`config.mk`:
```
export PLATFORM = sky130hd
export DESIGN_NAME = sincos_acq_seq
export DESIGN_NICKNAME = d
export VERILOG_FILES = /design/src/rtl/sincos_acq_pkg.sv /design/src/rtl/sincos_acq_rst_sync.sv /design/src/rtl/sincos_acq_addr.sv /design/src/rtl/sincos_acq_ctrl.sv /design/src/rtl/sincos_acq_mem.sv /design/src/rtl/sincos_acq_seq.sv
export SDC_FILE = /design/constraint.sdc
export NUM_CORES = 1
export LEC_CHECK = 0
export CORE_ASPECT_RATIO = 0.7
export CORE_MARGIN = 1.5
export CORE_UTILIZATION = 45
export CTS_CLUSTER_SIZE = 14
export DETAILED_ROUTE_END_ITERATION = 12
export DONT_BUFFER_PORTS = 1
export PLACE_DENSITY = 0.68
export SLEW_MARGIN = 20
export SYNTH_ARGS = -nofsm -noshare
export SYNTH_HDL_FRONTEND = slang
export SYNTH_SLANG_ARGS = --single-unit
```
`constraint.sdc`:
```
create_clock -name clk -period 1.4 [get_ports clk]
set_input_delay 0.21 -clock clk [delete_from_list [all_inputs] [get_ports clk]]
set_output_delay 0.21 -clock clk [all_outputs]
set_load 0.01 [all_outputs]
```
`src/rtl/sincos_acq_pkg.sv`:
```
package sincos_acq_pkg;
  typedef enum logic {
    ACQ_IDLE = 1'b0,
    ACQ_BUSY = 1'b1
  } acq_state_e;
endpackage

```
`src/rtl/sincos_acq_rst_sync.sv`:
```
module sincos_acq_rst_sync (
  input  logic clk,
  input  logic rst_n,
  output logic rst_sync_n
);
  logic [1:0] sync_q;

  always_ff @(posedge clk or negedge rst_n) begin
    if (!rst_n) sync_q <= 2'b00;
    else        sync_q <= {sync_q[0], 1'b1};
  end

  assign rst_sync_n = sync_q[1];
endmodule

```
`src/rtl/sincos_acq_addr.sv`:
```
// Scan position: channel number plus sine/cosine select.
module sincos_acq_addr #(
  parameter int CH_W = 3
) (
  input  logic            clk,
  input  logic            rst_n,
  input  logic            clr_i,
  input  logic            ld_i,
  input  logic [CH_W-1:0] ld_ch_i,
  input  logic [CH_W-1:0] last_ch_i,
  input  logic            adv_i,
  output logic [CH_W-1:0] ch_o,
  output logic            cos_o
);
  localparam logic [CH_W-1:0] CH_ONE = 1;

  logic [CH_W-1:0] ch_q, ch_d;
  logic            cos_q, cos_d;
  logic            pos_en;

  always_comb begin
    ch_d   = ch_q;
    cos_d  = cos_q;
    pos_en = clr_i | ld_i | adv_i;
    if (clr_i) begin
      ch_d  = '0;
      cos_d = 1'b0;
    end else if (ld_i) begin
      ch_d  = ld_ch_i;
      cos_d = 1'b0;
    end else if (adv_i) begin
      if (!cos_q) begin
        cos_d = 1'b1;
      end else begin
        cos_d = 1'b0;
        ch_d  = (ch_q >= last_ch_i) ? '0 : ch_q + CH_ONE;
      end
    end
  end

  always_ff @(posedge clk or negedge rst_n) begin
    if (!rst_n) begin
      ch_q  <= '0;
      cos_q <= 1'b0;
    end else if (pos_en) begin
      ch_q  <= ch_d;
      cos_q <= cos_d;
    end
  end

  assign ch_o  = ch_q;
  assign cos_o = cos_q;
endmodule

```
`src/rtl/sincos_acq_ctrl.sv`:
```
// Conversion handshake: one outstanding conversion at a time.
module sincos_acq_ctrl
  import sincos_acq_pkg::*;
(
  input  logic clk,
  input  logic rst_n,
  input  logic req_i,
  input  logic abort_i,
  input  logic eoc_i,
  output logic start_o,
  output logic wr_o
);
  acq_state_e st_q, st_d;
  logic       start_q, start_d;

  always_comb begin
    st_d    = st_q;
    start_d = 1'b0;
    wr_o    = 1'b0;
    case (st_q)
      ACQ_IDLE: begin
        if (req_i && !abort_i) begin
          st_d    = ACQ_BUSY;
          start_d = 1'b1;
        end
      end
      ACQ_BUSY: begin
        if (abort_i) begin
          st_d = ACQ_IDLE;
        end else if (eoc_i) begin
          wr_o = 1'b1;
          st_d = ACQ_IDLE;
        end
      end
      default: st_d = ACQ_IDLE;
    endcase
  end

  always_ff @(posedge clk or negedge rst_n) begin
    if (!rst_n) begin
      st_q    <= ACQ_IDLE;
      start_q <= 1'b0;
    end else begin
      st_q    <= st_d;
      start_q <= start_d;
    end
  end

  assign start_o = start_q;
endmodule

```
`src/rtl/sincos_acq_mem.sv`:
```
// Sample store, one word per channel and select; combinational read.
module sincos_acq_mem #(
  parameter int AW = 4,
  parameter int W  = 12
) (
  input  logic          clk,
  input  logic          we_i,
  input  logic [AW-1:0] waddr_i,
  input  logic [W-1:0]  wdata_i,
  input  logic [AW-1:0] raddr_i,
  output logic [W-1:0]  rdata_o
);
  localparam int DEPTH = 1 << AW;

  logic [W-1:0] word_q [DEPTH];

  always_ff @(posedge clk) begin
    if (we_i) word_q[waddr_i] <= wdata_i;
  end

  assign rdata_o = word_q[raddr_i];
endmodule

```
`src/rtl/sincos_acq_seq.sv`:
```
module sincos_acq_seq #(
  parameter int NUM_CH   = 8,
  parameter int SAMPLE_W = 12,
  parameter int CH_W     = (NUM_CH > 1) ? $clog2(NUM_CH) : 1
) (
  input  logic                clk,
  input  logic                rst_n,
  input  logic                run_i,
  input  logic                step_i,
  input  logic                clear_i,
  input  logic                load_i,
  input  logic [CH_W-1:0]     load_ch_i,
  input  logic [CH_W-1:0]     last_ch_i,
  output logic                adc_start_o,
  input  logic                adc_eoc_i,
  input  logic [SAMPLE_W-1:0] adc_data_i,
  output logic [CH_W-1:0]     mux_ch_o,
  output logic                mux_cos_o,
  input  logic [CH_W:0]       rd_addr_i,
  output logic [SAMPLE_W-1:0] rd_data_o,
  output logic                pair_ready_o,
  output logic [CH_W-1:0]     pair_ch_o
);
  localparam int ADDR_W = CH_W + 1;

  logic            rst_sync_n;
  logic            abort;
  logic            wr_en;
  logic [CH_W-1:0] ch;
  logic            cos_sel;
  logic            pair_d, pair_q;
  logic [CH_W-1:0] pair_ch_q;

  sincos_acq_rst_sync u_rst (
    .clk        (clk),
    .rst_n      (rst_n),
    .rst_sync_n (rst_sync_n)
  );

  assign abort = clear_i | load_i;

  sincos_acq_ctrl u_ctrl (
    .clk     (clk),
    .rst_n   (rst_sync_n),
    .req_i   (run_i | step_i),
    .abort_i (abort),
    .eoc_i   (adc_eoc_i),
    .start_o (adc_start_o),
    .wr_o    (wr_en)
  );

  sincos_acq_addr #(.CH_W(CH_W)) u_addr (
    .clk       (clk),
    .rst_n     (rst_sync_n),
    .clr_i     (clear_i),
    .ld_i      (load_i),
    .ld_ch_i   (load_ch_i),
    .last_ch_i (last_ch_i),
    .adv_i     (wr_en),
    .ch_o      (ch),
    .cos_o     (cos_sel)
  );

  sincos_acq_mem #(.AW(ADDR_W), .W(SAMPLE_W)) u_mem (
    .clk     (clk),
    .we_i    (wr_en),
    .waddr_i ({ch, cos_sel}),
    .wdata_i (adc_data_i),
    .raddr_i (rd_addr_i),
    .rdata_o (rd_data_o)
  );

  always_comb pair_d = wr_en & cos_sel;

  always_ff @(posedge clk or negedge rst_sync_n) begin
    if (!rst_sync_n) begin
      pair_q    <= 1'b0;
      pair_ch_q <= '0;
    end else begin
      pair_q <= pair_d;
      if (pair_d) pair_ch_q <= ch;
    end
  end

  assign mux_ch_o     = ch;
  assign mux_cos_o    = cos_sel;
  assign pair_ready_o = pair_q;
  assign pair_ch_o    = pair_ch_q;
endmodule

```
==> summary.md <==
* 0.0302 ns — worst hold margin
* 60.5% — Util after Layout
* 43.7% — Max-slew headroom
* edfxtp_1 — most frequent standard cell in the layout excluding fill and tap cells
* 4400 — vias in the first global route
* 0 — number of I/O port buffers
* 4201 — via total after detailed routing
* 0 — count of pins over their slew limit
* 511 — post-layout net count
* 0 — drc violations
* 3.97% — area share of and/or/nand/nor cells after synthesis
* 0 — worst path buffer plus inverter count
* 1.98 ns — crit path time final
* 7860 sq um — post-synthesis instance area
* 204 — #FFs+latches synth
* 0.49 ns — later-pin clock latency in the skew report
* 31.4% — global-route track usage on met1
* 43.7% — share of cells above drive strength 1
* 32 — distinct cell type count after synthesis
* 45.9% — effective utilization at floorplan
* edfxtp_1, mux4_2, clkbuf_16 — commonest cells after routing, fill and taps aside
* clear_i — launch instance of the worst min-delay path
* 9 — worst reg2reg path depth
* 161 microns — x dimension of the die
* 141% — fin crit share
* 1.77 ns — arrival time of the worst setup path
* 0.637% — synthesized-area fraction occupied by adder cells
* 406 — Syn Nets
* 1 — top fanout value on the critical path
* 0.112% — post-synthesis share of cell area spent on xor and xnor gates
* 3 — instance count along the most critical hold path
* 5.80 — detail-routed via count per cell
* finished with violations — result of the run
* 49 — maximum number of pins on one net before global-route repair
* 10500 microns — detailed-placement wirelength estimate
* u_ctrl.st_q — hold worst-path end
* 5 — number of search-and-repair iterations in the first detailed-routing pass
* 20 — TritonCTS buffer count
* multiplexers — largest family of logic cells by synthesized area
* reg2out — critical path class
* 13.8% — multiplexer share of the synthesized area
* 6.18% — met3 GRT Util
* 3 — number of antenna violations at the first check in global routing
* 214 — final-report setup violation count
* 0.0134 ns — final clock skew
* 0.506 GHz — achievable frequency
* primary output — endpoint kind of the worst setup timing path
* yes — clock tree from TritonCTS
* 3 — Max clock buf depth
* 0 — number of routed nets with antenna violations
* 0.00343 uW — cell leakage power
* -96.61 ns — final sum of negative setup slack
* 17100 sq um — core area
* 8750 sq um — Cell Area, Placed
* -0.55 ns — reg-to-reg setup timing slack
* in2reg — class of the tightest hold or removal check
* 33.6% — global routing usage on met2
* 0.840 ns — pin slew with the least headroom to its limit
* 0.07 ns — clock slew at reported path FFs
* -0.578 ns — post-layout worst setup margin
* 453 — Initial DRC Count
* 10400 sq um — final instance area
* 21.1 sq um — average cell area after synthesis
* 21.7% — aggregate global-route resource usage
* mux4_2 — critical-path cell with the highest stage delay
* clkbuf_16 — cell at the root of the clock tree
* 114 microns — Die Y-Extent
* 31.8% — Syn-to-layout area delta
* 19200 microns — Routed WL
* 1.19 ns — CP required
* 28200 microns — global-route wire length before repair
* 77.2% — fraction of the yosys area taken by sequential cells
* yes — RSZ-0062 raised after global routing
* setup timing — violations in the final reports
* 1.28 mV — Peak supply drop
* -0.361 ns — Setup WS pre-CTS
* 1200 nW/um^2 — power per cell area
* 1 — H-Tree Level Count
* mux4_2 -> a22oi_1 -> nand2_2 — cell-by-cell listing of the critical path
* 0 — final hold violation count
* 2.84% — area fraction in compound gates after synthesis
* 0 — grt total ovfl
* u_mem.word_q[3][1] — Reg-to-Reg End
* 0 — Synthesis Warnings
* 40 — Row Count
* 1201 — Filler cells
* 0 — max_cap viols
* multiplexers — cell class contributing the biggest share of worst-path delay
* 0.55 ns — Slowest Stage Delay on Critical Path
* 26.5 microns — average detailed-routed wire length per instance
* 18300 sq um — area of the die
* 204 — number of clock sinks
* flop — Critical Path Start Type
* 373 — cells after synthesis
* 50 — number of top-level pins
* 0.794 — placer's final routability congestion estimate
* met2 — highest-utilization routing layer at the global route stage
* u_addr.cos_o — FF-to-FF Start
==> metal layers <==
metal	share of wire (%)	wire length [microns]
met5	0.068	13
met2	46	8890
met4	1.5	285
met1	42	8020
met3	10	1980
==> how the worst max path moves through the flow <==
stage,startpoint,endpoint,slack (ns),cells after the start
3_5_place_dp,u_ctrl.st_q,u_mem.word_q[14][11],-0.36,5
5_1_grt,u_addr.cos_o,u_mem.word_q[3][2],-0.62,9
2_1_floorplan,u_addr.ch_o[0],u_mem.word_q[2][0],-0.54,3
6_report,u_mem.word_q[7][8],rd_data_o[8],-0.58,3
3_3_place_gp,rd_addr_i[2],rd_data_o[0],-0.40,3
4_1_cts,u_mem.word_q[7][10],rd_data_o[10],-0.57,3
==> cells in the mapped netlist (all sizes together) <==
cell,instances,area [sq um]
xor2,1,8.76
buf,8,58.8
dfrtp,12,300
nor4,2,12.5
nand2,23,86.3
nand4,2,12.5
nand3b,2,15.0
nor2,12,47.6
o311a,1,10.0
edfxtp,192,5770
nand4b,2,17.5
conb,1,3.75
inv,5,18.8
nor3,5,25.0
ha,4,50.1
or4b,2,20.0
o21ai,1,5.00
a22oi,24,180
a31oi,1,6.26
mux4,48,1080
a21o,1,7.51
nand2b,3,18.8
clkbuf,9,33.8
nand3,5,25.0
a221oi,1,8.76
nor2b,2,12.5
and2,1,6.26
and3,2,12.5
a21oi,1,5.00
==> logic make-up (layout without fill, tap and decap cells) <==
group,count (synthesis),in the layout
xor gates and xnor gates,1,1
other,1,4
DFF,204,204
buffers and inverters,22,139
AOI/OAI and AO/OA,30,30
muxes,48,48
and+or+nand+nor,63,63
adders and majority gates,4,4
==> power breakdown <==
group | total (uW) | switching (uW) | internal, uW
Combinational | 723 | 387 | 336
Clock | 5040 | 2150 | 2900
Sequential | 6710 | 19.2 | 6690
==> repair_timing <==
| action | in CTS | in global routing |
|---|---|---|
| endpoints found under the hold margin | 200 | 0 |
| hold buffers | 21 | 0 |
| cloned | 10 | 1 |
| setup buffers | 28 | 11 |
| gates resized for setup | 79 | 31 |
| endpoints found under the setup margin | 210 | 213 |
| pin swaps | 28 | 17 |
==> worst min-delay path, stage by stage <==
cell,delay [ns]
nor2_2,0.03
buf_4,0.15
o311a_1,0.10
==> through the flow <==
stage | total power (uW) | std cells
floorplan | 7230 | 373
global placement | 7300 | 631
detailed placement | 7310 | 631
CTS | 12500 | 723
global route | 12800 | 721
finish | 12500 | 724
==> flip-flops by register name, indices dropped and copies added (netlist names) <==
| name | count |
|---|---|
| u_mem.word_q | 192 |
| pair_ch_o | 3 |
| u_addr.ch_o | 3 |
| u_rst.sync_q | 2 |
| pair_ready_o | 1 |
| u_addr.cos_o | 1 |
| u_ctrl.st_q | 1 |
| u_ctrl.start_o | 1 |
==> layout make-up <==
type	instances	area, sq um	share of cell area, %
diodes	3	7.51	0.0725
clock buffers	23	533	5.15
clock inverters	11	75.1	0.725
inverters	5	33.8	0.326
multi-input cells	147	2020	19.5
flip-flops and latches	204	6070	58.6
well taps	231	289	2.79
repair buffers	100	1330	12.9
No activity file was read; power rests on OpenSTA's default activity.
